`src/rtl/flk_pkg.sv`:
```
package flk_pkg;

   typedef enum logic [1:0] {
      MODE_IDLE     = 2'b00,
      MODE_FASTLOCK = 2'b01,
      MODE_RESYNC   = 2'b10,
      MODE_SPARE    = 2'b11
   } flk_mode_e;

   localparam int FLK_SEL_W   = 4;
   localparam int FLK_CNT_W   = 12;

endpackage

```
`src/rtl/flk_le_edge.sv`:
```
module flk_le_edge (
   input  logic clk,
   input  logic rst_n,
   input  logic le_i,
   output logic rise_o
);

   logic le_q;

   always_ff @(posedge clk) begin
      if (!rst_n) begin
         le_q <= 1'b0;
      end else begin
         le_q <= le_i;
      end
   end

   assign rise_o = le_i & ~le_q;

endmodule

```
`src/rtl/flk_oneshot.sv`:
```
module flk_oneshot #(
   parameter int CNT_W = 12
) (
   input  logic             clk,
   input  logic             rst_n,
   input  logic             en_i,
   input  logic             start_i,
   input  logic [CNT_W-1:0] len_i,
   output logic             active_o
);

   localparam logic [CNT_W-1:0] ONE = {{(CNT_W-1){1'b0}}, 1'b1};

   if (CNT_W < 2) begin : g_bad_width
      $error("flk_oneshot: CNT_W must be at least 2");
   end

   logic [CNT_W-1:0] remain_q;
   logic [CNT_W-1:0] len_eff;
   logic             active_q;

   // a zero length would otherwise wrap to a full-range window
   assign len_eff = (len_i == '0) ? ONE : len_i;

   always_ff @(posedge clk) begin
      if (!rst_n) begin
         active_q <= 1'b0;
         remain_q <= '0;
      end else if (!en_i) begin
         active_q <= 1'b0;
         remain_q <= '0;
      end else if (start_i) begin
         active_q <= 1'b1;
         remain_q <= len_eff;
      end else if (active_q) begin
         if (remain_q <= ONE) begin
            active_q <= 1'b0;
            remain_q <= '0;
         end else begin
            remain_q <= remain_q - ONE;
         end
      end
   end

   assign active_o = active_q;

endmodule

```
`src/rtl/flk_sync_gen.sv`:
```
module flk_sync_gen #(
   parameter int DIV_W      = 12,
   parameter int MOD_W      = 12,
   parameter int RESYNC_IDX = 2
) (
   input  logic             clk,
   input  logic             rst_n,
   input  logic             en_i,
   input  logic             restart_i,
   input  logic [DIV_W-1:0] div_i,
   input  logic [MOD_W-1:0] mod_i,
   output logic             sync_o,
   output logic             resync_o
);

   localparam int               SEEN_W   = $clog2(RESYNC_IDX + 1);
   localparam logic [SEEN_W-1:0] SEEN_SAT = SEEN_W'(RESYNC_IDX);
   localparam logic [SEEN_W-1:0] SEEN_HIT = SEEN_W'(RESYNC_IDX - 1);
   localparam logic [SEEN_W-1:0] SEEN_ONE = SEEN_W'(1);
   localparam logic [DIV_W-1:0]  D_ONE    = DIV_W'(1);
   localparam logic [MOD_W-1:0]  M_ONE    = MOD_W'(1);
   localparam logic [MOD_W-1:0]  M_TWO    = MOD_W'(2);

   if (RESYNC_IDX < 1) begin : g_bad_idx
      $error("flk_sync_gen: RESYNC_IDX must be at least 1");
   end
   if (MOD_W < 2 || DIV_W < 2) begin : g_bad_width
      $error("flk_sync_gen: counter widths must be at least 2");
   end

   logic [MOD_W-1:0]  pre_q;
   logic [DIV_W-1:0]  div_q;
   logic [SEEN_W-1:0] seen_q;
   logic              sync_q;
   logic              resync_q;
   logic [MOD_W-1:0]  mod_last;
   logic [DIV_W-1:0]  div_last;
   logic              pre_wrap;
   logic              terminal;

   assign mod_last = ((mod_i < M_TWO) ? M_TWO : mod_i) - M_ONE;
   assign div_last = ((div_i == '0) ? D_ONE : div_i) - D_ONE;
   // >= so that a value shrunk mid-period cannot strand the count
   assign pre_wrap = (pre_q >= mod_last);
   assign terminal = pre_wrap && (div_q >= div_last);

   always_ff @(posedge clk) begin
      if (!rst_n) begin
         pre_q    <= '0;
         div_q    <= '0;
         seen_q   <= SEEN_SAT;
         sync_q   <= 1'b0;
         resync_q <= 1'b0;
      end else if (!en_i) begin
         pre_q    <= '0;
         div_q    <= '0;
         seen_q   <= SEEN_SAT;
         sync_q   <= 1'b0;
         resync_q <= 1'b0;
      end else if (restart_i) begin
         pre_q    <= '0;
         div_q    <= '0;
         seen_q   <= '0;
         sync_q   <= 1'b0;
         resync_q <= 1'b0;
      end else begin
         if (pre_wrap) begin
            pre_q <= '0;
            div_q <= terminal ? '0 : div_q + D_ONE;
         end else begin
            pre_q <= pre_q + M_ONE;
         end
         sync_q   <= terminal;
         resync_q <= terminal && (seen_q == SEEN_HIT);
         if (terminal && (seen_q < SEEN_SAT)) begin
            seen_q <= seen_q + SEEN_ONE;
         end
      end
   end

   assign sync_o   = sync_q;
   assign resync_o = resync_q;

endmodule

```
`src/rtl/flk_resync_timer.sv`:
```
module flk_resync_timer #(
   parameter int                 DIV_W      = 12,
   parameter int                 MOD_W      = 12,
   parameter int                 SEL_W      = 4,
   parameter logic [SEL_W-1:0]   GND_CODE   = SEL_W'(4'b1100),
   parameter int                 RESYNC_IDX = 2
) (
   input  logic             clk,
   input  logic             rst_n,
   input  logic [1:0]       mode_i,
   input  logic [DIV_W-1:0] div_i,
   input  logic [MOD_W-1:0] mod_i,
   input  logic             le_i,
   input  logic [SEL_W-1:0] muxsel_i,
   output logic             boost_o,
   output logic             fl_sw_o,
   output logic             mux_gnd_o,
   output logic             sync_o,
   output logic             resync_o
);
   import flk_pkg::*;

   if (SEL_W < 4) begin : g_bad_sel
      $error("flk_resync_timer: SEL_W must hold the ground code");
   end

   flk_mode_e mode;
   logic      le_rise;
   logic      fl_en;
   logic      rs_en;
   logic      fl_active;

   assign mode  = flk_mode_e'(mode_i);
   assign fl_en = (mode == MODE_FASTLOCK);
   assign rs_en = (mode == MODE_RESYNC);

   flk_le_edge u_edge (
      .clk    (clk),
      .rst_n  (rst_n),
      .le_i   (le_i),
      .rise_o (le_rise)
   );

   flk_oneshot #(.CNT_W(DIV_W)) u_oneshot (
      .clk      (clk),
      .rst_n    (rst_n),
      .en_i     (fl_en),
      .start_i  (le_rise),
      .len_i    (div_i),
      .active_o (fl_active)
   );

   flk_sync_gen #(
      .DIV_W      (DIV_W),
      .MOD_W      (MOD_W),
      .RESYNC_IDX (RESYNC_IDX)
   ) u_sync (
      .clk       (clk),
      .rst_n     (rst_n),
      .en_i      (rs_en),
      .restart_i (le_rise),
      .div_i     (div_i),
      .mod_i     (mod_i),
      .sync_o    (sync_o),
      .resync_o  (resync_o)
   );

   assign boost_o   = fl_active;
   assign fl_sw_o   = fl_active;
   assign mux_gnd_o = fl_active && (muxsel_i == GND_CODE);

endmodule

```
`config.mk`:
```
export PLATFORM = sky130hd
export DESIGN_NAME = flk_resync_timer
export DESIGN_NICKNAME = d
export VERILOG_FILES = /design/src/rtl/flk_pkg.sv /design/src/rtl/flk_le_edge.sv /design/src/rtl/flk_oneshot.sv /design/src/rtl/flk_sync_gen.sv /design/src/rtl/flk_resync_timer.sv
export SDC_FILE = /design/constraint.sdc
export NUM_CORES = 1
export LEC_CHECK = 0
export ABC_CLOCK_PERIOD_IN_PS = 3900
export BUFFER_PORTS_ARGS = -buffer_cell sky130_fd_sc_hd__clkbuf_2
export CORE_MARGIN = 2
export CORE_UTILIZATION = 30
export DETAILED_ROUTE_END_ITERATION = 10
export HOLD_SLACK_MARGIN = 0.05
export PLACE_DENSITY = 0.53
export SLEW_MARGIN = 20
export SYNTH_ARGS = -nofsm -noshare
export SYNTH_HDL_FRONTEND = slang
export SYNTH_SLANG_ARGS = --single-unit
export TNS_END_PERCENT = 100
```
`constraint.sdc`:
```
create_clock -name clk -period 3.9 [get_ports clk]
set_input_delay 0.195 -clock clk [delete_from_list [all_inputs] [get_ports clk]]
set_output_delay 0.195 -clock clk [all_outputs]
set_load 0.01 [all_outputs]
```
* Word-level counts from Yosys, hierarchy flattened *
Index checks and enable logic that the tools add are counted.

cells by class
  reductions and logical operators = 11
  $lt $le $gt $ge = 5
  equal/unequal tests = 4
  bitwise gates (word level) = 4
  add/subtract/negate cells = 6
  multiplexer cells = 11

operator list
  operator               number
  $mux 12                6
  $sub 12x1->12 const B  3
  $add 12x1->12 const B  2
  $ge 12x12->1           2
  $le 12x1->1 const B    1
  $logic_not 12->1       1
  $lt 12x2->1 const B    1
  $eq 2x1->1 const B     2
  $eq 4x4->1 const B     1
  $logic_and 1x1->1      4
  $mux 2                 2
  $reduce_and 2->1       2
  $reduce_bool 2->1      2
  $reduce_or 4->1        1
  $mux 1                 3
  $not 1->1              3
  $reduce_or 3->1        1
  $add 2x1->2 const B    1
  $eq 2x2->1 const B     1
  $lt 2x2->1 const B     1
  $and 1x1->1            1

storage, ports and cells
  output and inout bits = 5
  register bits after elaboration = 42
  word-level logic and storage cells = 50
  input bits = 33

* Longest topological paths before layout *
Gate-level depths: netlist of the first run.

  depth in word-level cells = 8
  depth in mapped cells = 17

* Cells and area by module *
Synthesis of the first run repeated with hierarchy kept, for this count alone.

second synthesis, totals
  cells, all modules = 368
  area total of the unflattened synthesis = 3052.9 um2

by module, submodules not included
  module            cells each  times used  seq. area each (um2)  area each (um2)
  flk_sync_gen      252         1           560.5                 2128.3
  flk_oneshot       108         1           260.2                 852.1
  flk_le_edge       3           1           20.0                  40.0
  flk_resync_timer  5           1           0.0                   32.5

* Least setup slack after synthesis of the first run *
OpenSTA, ideal clock, no wires.

  path kind = in2reg
  start = input port div_i[3]
  end = register u_sync.div_q[0]
  stages = 17
  path buffers = 1
  arrival = 3.425 ns
  setup time = 0.133 ns
  setup slack = 0.342 ns
  cells stage by stage = or4_4 or3_4 or3_4 nor3_2 a21oi_1 ha_1 inv_1 nor2_1 xnor2_1 ha_1 nand2_1 nor2_1 o2111ai_1 and2_1 clkbuf_1 o21ai_0 nor2_1

between the ends
  word-level cells in the longest chain between the ends = 6

RTL lines
  item                    RTL line                source
  start: declaration      flk_resync_timer.sv:11  input logic [DIV_W-1:0] div_i,
  $logic_not 12->1        flk_sync_gen.sv:42      assign div_last = ((div_i == '0) ? D_ONE : div_i) - D_ONE;
  $mux 12 (*)             flk_sync_gen.sv:42
  $sub 12x1->12 (*)       flk_sync_gen.sv:42
  $ge 12x12->1 (*)        flk_sync_gen.sv:45      assign terminal = pre_wrap && (div_q >= div_last);
  $logic_and 1x1->1 (*)   flk_sync_gen.sv:45
  $mux 12 (*)             flk_sync_gen.sv:69      div_q <= terminal ? '0 : div_q + D_ONE;
  end signal: assignment  flk_sync_gen.sv:69
  end: declaration        flk_sync_gen.sv:32      logic [DIV_W-1:0] div_q;

Every way passes the cells marked *; elsewhere a longest branch is shown, timed or not.
A chain may end at the register's enable or synchronous reset.

* Worst setup path after layout of the first run *
  start = input port div_i[3]
  end = register u_sync.div_q[3]

Same word-level chain as after synthesis.

==> flow_summary.json, run 1 <==
{
  "internal-power_w": 0.0006242,
  "synth-edff-count": 0,
  "clock-root-buffer": "sky130_fd_sc_hd__clkbuf_8",
  "critical_path_arrival_ns": 3.73,
  "detailedRoute.firstPassIterationCount": 4,
  "clk_path_buf_depth": 2,
  "highest_layer": "met4",
  "layout_worst_path_cycle_share": 0.9096,
  "met3_wirelength_um": 286,
  "p_leak_nw": 1.312,
  "clk_pin_slew_ns": 0.09,
  "power.net_switching_w": 0.0002496,
  "synth_fp_nets": 417,
  "hold_class": "primary input to register",
  "grt-ovfl-total": 0,
  "cts_setup_buffers": 0,
  "cp_cell_sequence": "clkbuf_2 -> or4_4 -> or3_4 -> or3_4 -> nor3_2 -> a21oi_1 -> ha_1 -> inv_1 -> nor2_1 -> xnor2_1 -> ha_1 -> nand2_1 -> o21ai_0 -> a21oi_1 -> and2_1 -> nand2b_1 -> o41ai_1",
  "timing.slew.headroom": 0.4950,
  "design.final.nets": 460,
  "most_instantiated_cells_after_synthesis": "50 x sky130_fd_sc_hd__nor2_1, 42 x sky130_fd_sc_hd__dfxtp_1, 31 x sky130_fd_sc_hd__ha_1",
  "diodes": 0,
  "synth_largest_type_area_fraction": 0.2905,
  "post_synth_inst_count": 353,
  "final_report_setup_violation_count": 0,
  "p_seq_frac": 0.501,
  "p_comb_frac": 0.161,
  "most_repeated_cell_in_the_gate_level_netlist_after_synthesis": "sky130_fd_sc_hd__nor2_1",
  "slew_violations": 0,
  "routedWlPerCell_um": 12.89,
  "layout-area-overhead-vs-synth_pct": 16.04,
  "cp_max_fo": 8,
  "vias": 2604,
  "design.portCount": 38,
  "final_critical_path_setup_slack_ns": 0.3524,
  "synth.distinct_cells": 46,
  "wl_um": 6781,
  "drive_above_1_share": 0.1562,
  "critical_path_buf_inv_count": 2,
  "synth_seq_area_share": 0.2905,
  "number_of_rows_created_at_floorplan": 35,
  "grt_first_pass_wirelength_um": 11150,
  "grt_start_max_net_pins": 21,
  "run_status": "complete, no violations",
  "post_cts_hold_buffer_count": 0,
  "die_x_um": 102.2,
  "synth_top_flop_cell": "sky130_fd_sc_hd__dfxtp_1",
  "max_ir_drop_vdd_mv": 0.1653,
  "design.die.area_mm2": 0.01045,
  "hpwlAfterDp_um": 5454,
  "io_buffer_count": 37,
  "power_frac_clock": 0.338,
  "power_per_cell_area_mw_per_mm2": 260.2,
  "insertion_delay_ns": 0.30,
  "yosysWarnings": 0,
  "postSynthAreaPerCell_um2": 8.198,
  "post-route-cell-area_mm2": 0.003358,
  "timing.hold.ws_ns": 0.1257,
  "count_of_clock_tree_sinks": 42,
  "clock_tree_from_tritoncts": "yes",
  "ctsHtreeMaxLevel": 2,
  "start_util": 0.3117,
  "place_area_mm2": 0.003266,
  "synth-async-reset-ratio": 0,
  "drt_iter0_drc": 136,
  "timing.critical_path.slowest_stage_cell": "sky130_fd_sc_hd__or4_4",
  "total_negative_slack_ns": 0,
  "tightestPinTransition_ns": 0.7547,
  "critical_path_launch_point_type": "primary input",
  "synth_top_area_cell": "sky130_fd_sc_hd__dfxtp_1",
  "ctsResizeCount": 0,
  "synth_top_cells_by_area": "sky130_fd_sc_hd__dfxtp_1 29%, sky130_fd_sc_hd__ha_1 13%, sky130_fd_sc_hd__xnor2_1 7.9%, sky130_fd_sc_hd__nor2_1 6.5%, sky130_fd_sc_hd__xor2_1 3.9%",
  "layout.filler_cells": 1013,
  "drt-met1-wl_um": 3407,
  "setup.worst_path.class": "primary input to register",
  "final_core_utilization": 0.3617,
  "cp-end-kind": "register",
  "placement_stage_worst_setup_slack_ns": 0.02069,
  "globalRouteTotalUtil": 0.1331,
  "vias_per_cell": 4.951,
  "core_region_area_mm2": 0.009284,
  "drc_errors": 0,
  "finalHoldViolations": 0,
  "power.switching_fraction": 0.2857,
  "grt_antenna_before_repair": 0,
  "fmax_achieved_mhz": 281.9,
  "first_global_vias": 2417,
  "ys_ff_latch": 42,
  "netlist_area_mm2": 0.002894,
  "die_height_um": 102.2,
  "worstPathRequired_ns": 4.08,
  "timing.critical_path.slowest_cell_delay_ns": 0.55,
  "timing.clock.skew_ns": 0.006587,
  "postRouteAntennaNets": 0,
  "rsz0062_at_grt": "no",
  "timing.final.crit_period_ns": 3.548,
  "cts-buffers-inserted": 5,
  "critical-path-top-delay-family": "simple AND/OR/NAND/NOR gates",
  "globalplace.congestion": 0.8536,
  "maxCapViolCount": 0,
  "met2RoutedLength_um": 3022
}
==> registers in the layout, indices dropped and copies added (netlist names) <==
name / cells
u_sync.resync_o: 1
u_sync.div_q: 12
u_oneshot.active_o: 1
u_oneshot.remain_q: 12
u_sync.seen_q: 2
u_edge.le_q: 1
u_sync.sync_o: 1
u_sync.pre_q: 12
==> logic make-up (layout without fill, tap and decap cells) <==
| logic type | after synthesis | after routing | synth area share |
|---|---|---|---|
| flops | 42 | 42 | 0.2905 |
| fa+ha+maj | 31 | 31 | 0.1340 |
| xor+xnor | 39 | 39 | 0.1180 |
| simple gates | 154 | 154 | 0.2672 |
| buf+inv | 19 | 63 | 0.02637 |
| mux | 3 | 3 | 0.01038 |
| compound gates | 65 | 65 | 0.1535 |
==> path summary, 6_finish.rpt <==
path | slack [ns] | start | cells after the start | end
worst max-delay path | 0.35 | div_i[3] | 17 | u_sync.div_q[3]$_SDFFE_PP0P_
worst min-delay path | 0.13 | le_i | 2 | u_edge.le_q$_SDFF_PN0_
worst max register to register | 1.41 | u_sync.pre_q[0]$_SDFF_PP0_ | 9 | u_sync.div_q[3]$_SDFFE_PP0P_
worst min register to register | 0.49 | u_sync.pre_q[0]$_SDFF_PP0_ | 1 | u_sync.pre_q[0]$_SDFF_PP0_
==> area by class of cell <==
class	count	area, um^2	share of cell area
repair buffers	46	252.7	0.07526
flip-flops and latches	42	840.8	0.2504
clock inverters	3	23.77	0.007079
multi-input cells	292	1977	0.5887
clock buffers	5	68.82	0.02049
well taps	129	161.4	0.04806
inverters	9	33.78	0.01006
==> routing by layer <==
layer | up-vias | track usage
li1 | 1353 | -
met1 | 1199 | 0.1805
met2 | 45 | 0.2151
met3 | 7 | 0.02394
met4 | 0 | 0.04205
met5 | - | 0
==> metrics by stage <==
stage                     instances  power (W)
after floorplan                 353  0.0005366
after global placement          518  0.0005876
after detailed placement        518  0.0005878
after CTS                       526  0.0008878
after global routing            526  0.0009162
final                           526  0.0008738
==> layout by cell type, fill, tap and decap left out, drive strengths merged, types with 6 or more instances in the layout <==
| cell type | Yosys | layout |
|---|---|---|
| xor2 | 13 | 13 |
| buf | 3 | 9 |
| nor3 | 17 | 17 |
| ha | 31 | 31 |
| nand3 | 11 | 11 |
| or3 | 7 | 7 |
| nand2b | 6 | 6 |
| nand2 | 26 | 26 |
| dfxtp | 42 | 42 |
| clkbuf | 7 | 42 |
| a21oi | 18 | 18 |
| xnor2 | 26 | 26 |
| and3 | 12 | 12 |
| nor2 | 50 | 50 |
| inv | 9 | 10 |
| o21ai | 17 | 17 |
==> power groups by stage <==
stage / registers [W] / clock network, W / logic, W
detailed placement: 0.000448 / 0 / 0.000140
global placement: 0.000448 / 0 / 0.000140
finish: 0.000438 / 0.000296 / 0.000141
global route: 0.000439 / 0.000320 / 0.000158
CTS: 0.000438 / 0.000309 / 0.000141
floorplan: 0.000447 / 0 / 0.0000901
Power figures use the tool's default switching activity.
==> inputs of run 2 (changes only) <==
--- a/config.mk
+++ b/config.mk
@@ -13,4 +13,5 @@
 export HOLD_SLACK_MARGIN = 0.05
 export PLACE_DENSITY = 0.53
+export REMOVE_ABC_BUFFERS = 1
 export SLEW_MARGIN = 20
 export SYNTH_ARGS = -nofsm -noshare
==> constraint.sdc (replaced) <==
create_clock -name clk -period 3.9 [get_ports clk]
set_input_delay 0.585 -clock clk [delete_from_list [all_inputs] [get_ports clk]]
set_output_delay 0.585 -clock clk [all_outputs]
set_load 0.01 [all_outputs]
==> run 2 against run 1 <==
Against the previous run: final cell count rose by 3.6%; largest power group unchanged; register-to-register slack got worse by 0.03 ns; highest routed layer unchanged; cell area rose by 5.3%; critical endpoint unchanged; global-route usage is 0.95 points higher.
==> flow_summary.json, run 2 (synthesis gave the netlist of run 1 again) <==
{
  "highest_layer": "met4",
  "finish.cell_count_without_fillers": 545,
  "final_core_utilization": 0.3807,
  "holdPathEnd": "u_sync.pre_q[0]$_SDFF_PP0_",
  "power_per_cell_area_mw_per_mm2": 242.4,
  "grt_start_max_net_pins": 20,
  "worstPathRequired_ns": 4.08,
  "reg2reg_depth": 9,
  "critical_path_buf_inv_count": 3,
  "design.final.nets": 480,
  "die_height_um": 102.2,
  "worst-r2r-setup-slack_ns": 1.38,
  "post_cts_hold_buffer_count": 0,
  "drive_above_1_share": 0.2139,
  "hold_crit_depth": 1,
  "start_util": 0.3117,
  "run_status": "complete, no violations",
  "rsz0062_at_grt": "yes",
  "grt_antenna_before_repair": 0,
  "drc_errors": 0,
  "met3_wirelength_um": 271,
  "met2RoutedLength_um": 3239,
  "cp_cell_sequence": "clkbuf_2 -> or4_4 -> or3_4 -> or3_4 -> nor3_4 -> a21oi_2 -> ha_1 -> inv_2 -> nor2_1 -> xnor2_1 -> ha_1 -> nand2_1 -> nor2_1 -> o2111ai_1 -> and2_4 -> buf_4 -> a32oi_1 -> o41ai_2",
  "drt_iter0_drc": 83,
  "vias_per_cell": 4.945,
  "count_of_clock_tree_sinks": 42,
  "insertion_delay_ns": 0.30,
  "layout_top_registers": "u_oneshot.remain_q (12), u_sync.div_q (12), u_sync.pre_q (12)",
  "drt-met1-wl_um": 3422,
  "detailedRoute.firstPassIterationCount": 5,
  "p_leak_nw": 1.417,
  "wl_um": 6999,
  "postRouteAntennaNets": 0,
  "timing.critical_path.slowest_stage_cell": "sky130_fd_sc_hd__or4_4",
  "hpwlAfterDp_um": 5614,
  "core_region_area_mm2": 0.009284,
  "top_library_cells_by_usage_in_the_layout_fill_and_taps_aside": "50 x sky130_fd_sc_hd__nor2_1, 42 x sky130_fd_sc_hd__dfxtp_1, 37 x sky130_fd_sc_hd__clkbuf_2",
  "io_buffer_count": 37,
  "grt_first_pass_wirelength_um": 12060,
  "first_global_vias": 2573,
  "layout_worst_path_cycle_share": 0.9406,
  "cp_max_fo": 5,
  "design.portCount": 38,
  "clock-root-buffer": "sky130_fd_sc_hd__clkbuf_8",
  "rr_startpoint": "u_sync.pre_q[0]$_SDFF_PP0_",
  "ctsHtreeMaxLevel": 2,
  "vias": 2695,
  "clk_path_buf_depth": 2,
  "diodes": 0,
  "timing.final.crit_period_ns": 3.668,
  "globalRouteTotalUtil": 0.1426,
  "critical_path_arrival_ns": 3.84,
  "cts_setup_buffers": 0,
  "setup.worst_path.class": "primary input to register",
  "die_x_um": 102.2,
  "min_from": "u_sync.pre_q[0]$_SDFF_PP0_",
  "tightestPinTransition_ns": 0.7942,
  "hold_class": "register to register",
  "routedWlPerCell_um": 12.84,
  "fmax_achieved_mhz": 272.6,
  "timing.slew.headroom": 0.4686,
  "final_report_setup_violation_count": 0,
  "timing.critical_path.slowest_cell_delay_ns": 0.53,
  "maxCapViolCount": 0,
  "design.die.area_mm2": 0.01045,
  "layout-area-overhead-vs-synth_pct": 22.14,
  "critical-path-top-delay-family": "simple AND/OR/NAND/NOR gates",
  "cts-buffers-inserted": 5,
  "slew_violations": 0,
  "r2r-end": "u_sync.div_q[2]$_SDFFE_PP0P_",
  "clock_tree_from_tritoncts": "yes",
  "globalplace.congestion": 0.8616,
  "place_inst": 538,
  "critPathLaunch": "div_i[3]",
  "finalHoldViolations": 0,
  "max_ir_drop_vdd_mv": 0.1118,
  "clk_pin_slew_ns": 0.08,
  "timing.clock.skew_ns": 0.007587,
  "layout.cells.most_common": "sky130_fd_sc_hd__nor2_1",
  "grt-ovfl-total": 0,
  "critical_path_launch_point_type": "primary input",
  "number_of_rows_created_at_floorplan": 35,
  "cp-end-kind": "register"
}
## run 2: cell type report
type | count | area [um^2]
clock buffers | 5 | 68.82
inverters | 9 | 33.78
repair buffers | 66 | 402.9
flip-flops and latches | 42 | 840.8
well taps | 129 | 161.4
multi-input cells | 292 | 2017
clock inverters | 2 | 10.01
fillers | 980 | 5749
## run 2: how the worst max path moves through the flow
| stage | endpoint | depth (start not counted) | slack [ns] |
|---|---|---|---|
| 6_report | u_sync.div_q[3]$_SDFFE_PP0P_ | 18 | 0.23 |
| 5_1_grt | u_sync.seen_q[0]$_SDFFE_PP0P_ | 18 | -0.001 |
| 3_5_place_dp | u_sync.resync_o$_SDFF_PP0_ | 18 | -0.20 |
| 2_1_floorplan | u_sync.seen_q[1]$_SDFFE_PN1P_ | 12 | -0.06 |
| 3_3_place_gp | u_sync.div_q[2]$_SDFFE_PP0P_ | 14 | -0.16 |
| 4_1_cts | u_sync.div_q[5]$_SDFFE_PP0P_ | 15 | 0.11 |
## run 2: worst reg2reg max path: cells and delay by family, from the launching register on
family	cells	cell delay, ns
AOI/OAI and AO/OA	3	0.79
and+or+nand+nor	3	0.65
DFF	1	0.40
buffers and inverters	2	0.29
adders and majority gates	1	0.27
## run 2: report_power, final
group / switching (W) / internal (W) / leakage (nW) / total [W]
Clock: 0.000147 / 0.000120 / 0.0438 / 0.000267
Combinational: 0.0000811 / 0.0000710 / 1.03 / 0.000152
Sequential: 0.00000467 / 0.000433 / 0.339 / 0.000438
## run 2: layer usage
metal	global-route usage	up-vias
met2	0.2419	52
met3	0.02120	7
met1	0.1909	1233
met5	0	-
met4	0.03487	0
li1	-	1403
## run 2: what timing repair did
| item | 4_1_cts | 5_1_grt |
|---|---|---|
| resized for setup | 0 | 12 |
| endpoints found under the setup margin | 0 | 27 |
| hold endpoints to repair | 0 | 0 |
## run 2: through the flow
stage                     setup slack [ns]  instance area (um^2)  hold slack [ns]   TNS [ns]  total power (W)
after floorplan                   -0.05692                  2851           0.4371   -0.09554        0.0005350
after global placement             -0.1648                  3416           0.4635     -2.673        0.0005953
after detailed placement           -0.1963                  3416           0.4654     -3.244        0.0005971
after CTS                           0.1071                  3495           0.4862          0        0.0008695
after global routing             -0.001438                  3535           0.5229  -0.001438        0.0009057
final                               0.2316                  3535           0.4841          0        0.0008568
==> inputs of run 3 (changes only) <==
- CORE_UTILIZATION: 30 -> 40
- CTS_CLUSTER_SIZE: default -> 25
- PLACE_DENSITY: 0.53 -> 0.65
==> run 3 against run 2 <==
Against the previous run: count of clock-buffer cells in the layout rose by 2; global-route usage increased by 3.1 points; critical path depth is 1 lower; total power is 8.7% higher; cell area shrank 1.6%; clock skew grew 0.0035 ns; critical path type unchanged; critical endpoint is now u_sync.seen_q[0]$_SDFFE_PP0P_.
==> flow_summary.json, run 3 (synthesis gave the netlist of run 1 again) <==
{
  "clock_tree_from_tritoncts": "yes",
  "number_of_rows_created_at_floorplan": 31,
  "critical_path_buf_inv_count": 2,
  "vias": 2724,
  "first_global_vias": 2424,
  "die_height_um": 89.06,
  "diodes": 0,
  "postRouteAntennaNets": 0,
  "design.portCount": 38,
  "report.power.total_w": 0.0009312,
  "cp-end-kind": "register",
  "setup.worst_path.class": "primary input to register",
  "layout.cells.most_common": "sky130_fd_sc_hd__nor2_1",
  "p_seq_frac": 0.470,
  "wl_um": 6772,
  "cpMostUsedCell": "sky130_fd_sc_hd__nor2_1",
  "ctsHtreeMaxLevel": 2,
  "timing.critical_path.slowest_stage_cell": "sky130_fd_sc_hd__or4_4",
  "count_of_clock_tree_sinks": 42,
  "critical_path_launch_point_type": "primary input",
  "vias_per_cell": 5.320,
  "layout_worst_path_cycle_share": 0.9596,
  "max_ir_drop_vdd_mv": 0.1510,
  "layout-area-overhead-vs-synth_pct": 20.19,
  "design.final.nets": 476,
  "routedWlPerCell_um": 13.23,
  "final_report_setup_violation_count": 0,
  "drc_errors": 0,
  "globalplace.congestion": 0.8879,
  "tightestPinTransition_ns": 0.7670,
  "clk_pin_slew_ns": 0.09,
  "worstPathRequired_ns": 4.08,
  "timing.critical_path.slowest_cell_delay_ns": 0.51,
  "io_buffer_count": 37,
  "p_leak_nw": 1.403,
  "grt-ovfl-total": 0,
  "finalHoldViolations": 0,
  "cts-buffers-inserted": 5,
  "grt_first_pass_wirelength_um": 11080,
  "p_comb_frac": 0.160,
  "timing.slew.headroom": 0.4868,
  "top_library_cells_by_usage_in_the_layout_fill_and_taps_aside": "49 x sky130_fd_sc_hd__nor2_1, 42 x sky130_fd_sc_hd__dfxtp_1, 37 x sky130_fd_sc_hd__clkbuf_2",
  "clk_path_buf_depth": 2,
  "die_x_um": 89.06,
  "internal-power_w": 0.0006948,
  "cp_max_fo": 4,
  "start_util": 0.4055,
  "cts_setup_buffers": 0,
  "layout.filler_cells": 719,
  "grt_start_max_net_pins": 14,
  "place_area_mm2": 0.003348,
  "run_status": "complete, no violations",
  "power_per_cell_area_mw_per_mm2": 267.7,
  "fmax_achieved_mhz": 267.2,
  "design.die.area_mm2": 0.007932,
  "power.net_switching_w": 0.0002364,
  "timing.hold.ws_ns": 0.4850,
  "layout_top_registers": "u_oneshot.remain_q (12), u_sync.div_q (12), u_sync.pre_q (12)",
  "critical-path-top-delay-family": "simple AND/OR/NAND/NOR gates",
  "timing.clock.skew_ns": 0.01111,
  "maxCapViolCount": 0,
  "timing.final.crit_period_ns": 3.742,
  "post-route-cell-area_mm2": 0.003478,
  "insertion_delay_ns": 0.30,
  "hpwlAfterDp_um": 5306,
  "detailedRoute.firstPassIterationCount": 4,
  "drive_above_1_share": 0.2034,
  "power_frac_clock": 0.370,
  "slew_violations": 0,
  "cp_cell_sequence": "clkbuf_2 -> or4_4 -> or3_4 -> or3_4 -> nor3_2 -> a21oi_1 -> ha_2 -> inv_2 -> nor2_1 -> xnor2_1 -> ha_1 -> nand2_1 -> nor2_1 -> o2111ai_1 -> a221oi_1 -> xnor2_1 -> nor2_1",
  "core_region_area_mm2": 0.007137,
  "power.switching_fraction": 0.2539,
  "drt_iter0_drc": 142,
  "globalRouteTotalUtil": 0.1740,
  "critical_path_arrival_ns": 3.92,
  "grt_antenna_before_repair": 0,
  "clock-root-buffer": "sky130_fd_sc_hd__clkbuf_8",
  "hold_class": "register to register"
}
run 3: cell types whose count changed in the layout (fill, tap and decap cells not counted), sizes merged:
cell    change
bufinv      +1
buf         -4
clkinv      -2
clkbuf      +2
run 3: worst paths after layout:
check,startpoint,end,slack (ns),cells past startpoint
worst max-delay path,div_i[2],u_sync.seen_q[0]$_SDFFE_PP0P_,0.16,17
worst min-delay path,u_sync.pre_q[0]$_SDFF_PP0_,u_sync.pre_q[0]$_SDFF_PP0_,0.49,1
worst max register to register,u_sync.pre_q[0]$_SDFF_PP0_,u_sync.div_q[2]$_SDFFE_PP0P_,1.50,9
worst min register to register,u_sync.pre_q[0]$_SDFF_PP0_,u_sync.pre_q[0]$_SDFF_PP0_,0.49,1
run 3: repair_timing:
| item | in CTS | in global routing |
|---|---|---|
| hold buffers | 0 | 0 |
| endpoints found under the hold margin | 0 | 0 |
| setup endpoints to repair | 0 | 19 |
| gates resized for setup | 0 | 9 |
run 3: metal layers:
| metal | global-route usage | part of all wire | up-vias |
|---|---|---|---|
| li1 | - | - | 1401 |
| met1 | 0.2324 | 0.47 | 1255 |
| met2 | 0.2938 | 0.47 | 59 |
| met3 | 0.02493 | 0.041 | 9 |
| met4 | 0.04885 | 0.014 | 0 |
| met5 | 0 | 0 | - |
run 3: layout make-up:
| type | instances | area [um^2] | share of cell area |
|---|---|---|---|
| multi-input cells | 292 | 2001 | 0.5752 |
| flip-flops and latches | 42 | 840.8 | 0.2417 |
| repair buffers | 62 | 372.9 | 0.1072 |
| well taps | 99 | 123.9 | 0.03561 |
| clock buffers | 7 | 76.32 | 0.02194 |
| inverters | 9 | 33.78 | 0.009712 |
| clock inverters | 1 | 30.03 | 0.008633 |
run 3: power groups by stage:
stage          clock network (W)  registers (W)  logic (W)
2_1_floorplan                  0       0.000447  0.0000883
3_3_place_gp                   0       0.000447   0.000146
3_5_place_dp                   0       0.000448   0.000147
4_1_cts                 0.000354       0.000437   0.000148
5_1_grt                 0.000366       0.000438   0.000167
6_report                0.000344       0.000438   0.000149
run 3: per-stage QoR:
stage | std cells | setup TNS [ns] | utilization | setup slack, ns
floorplan | 343 | -0.09554 | - | -0.05692
global placement | 504 | -1.175 | 0.4691 | -0.1278
detailed placement | 504 | -1.425 | 0.4691 | -0.1421
CTS | 512 | 0 | 0.4840 | 0.1562
global route | 512 | -0.1028 | 0.4874 | -0.03388
finish | 512 | 0 | 0.4874 | 0.1575
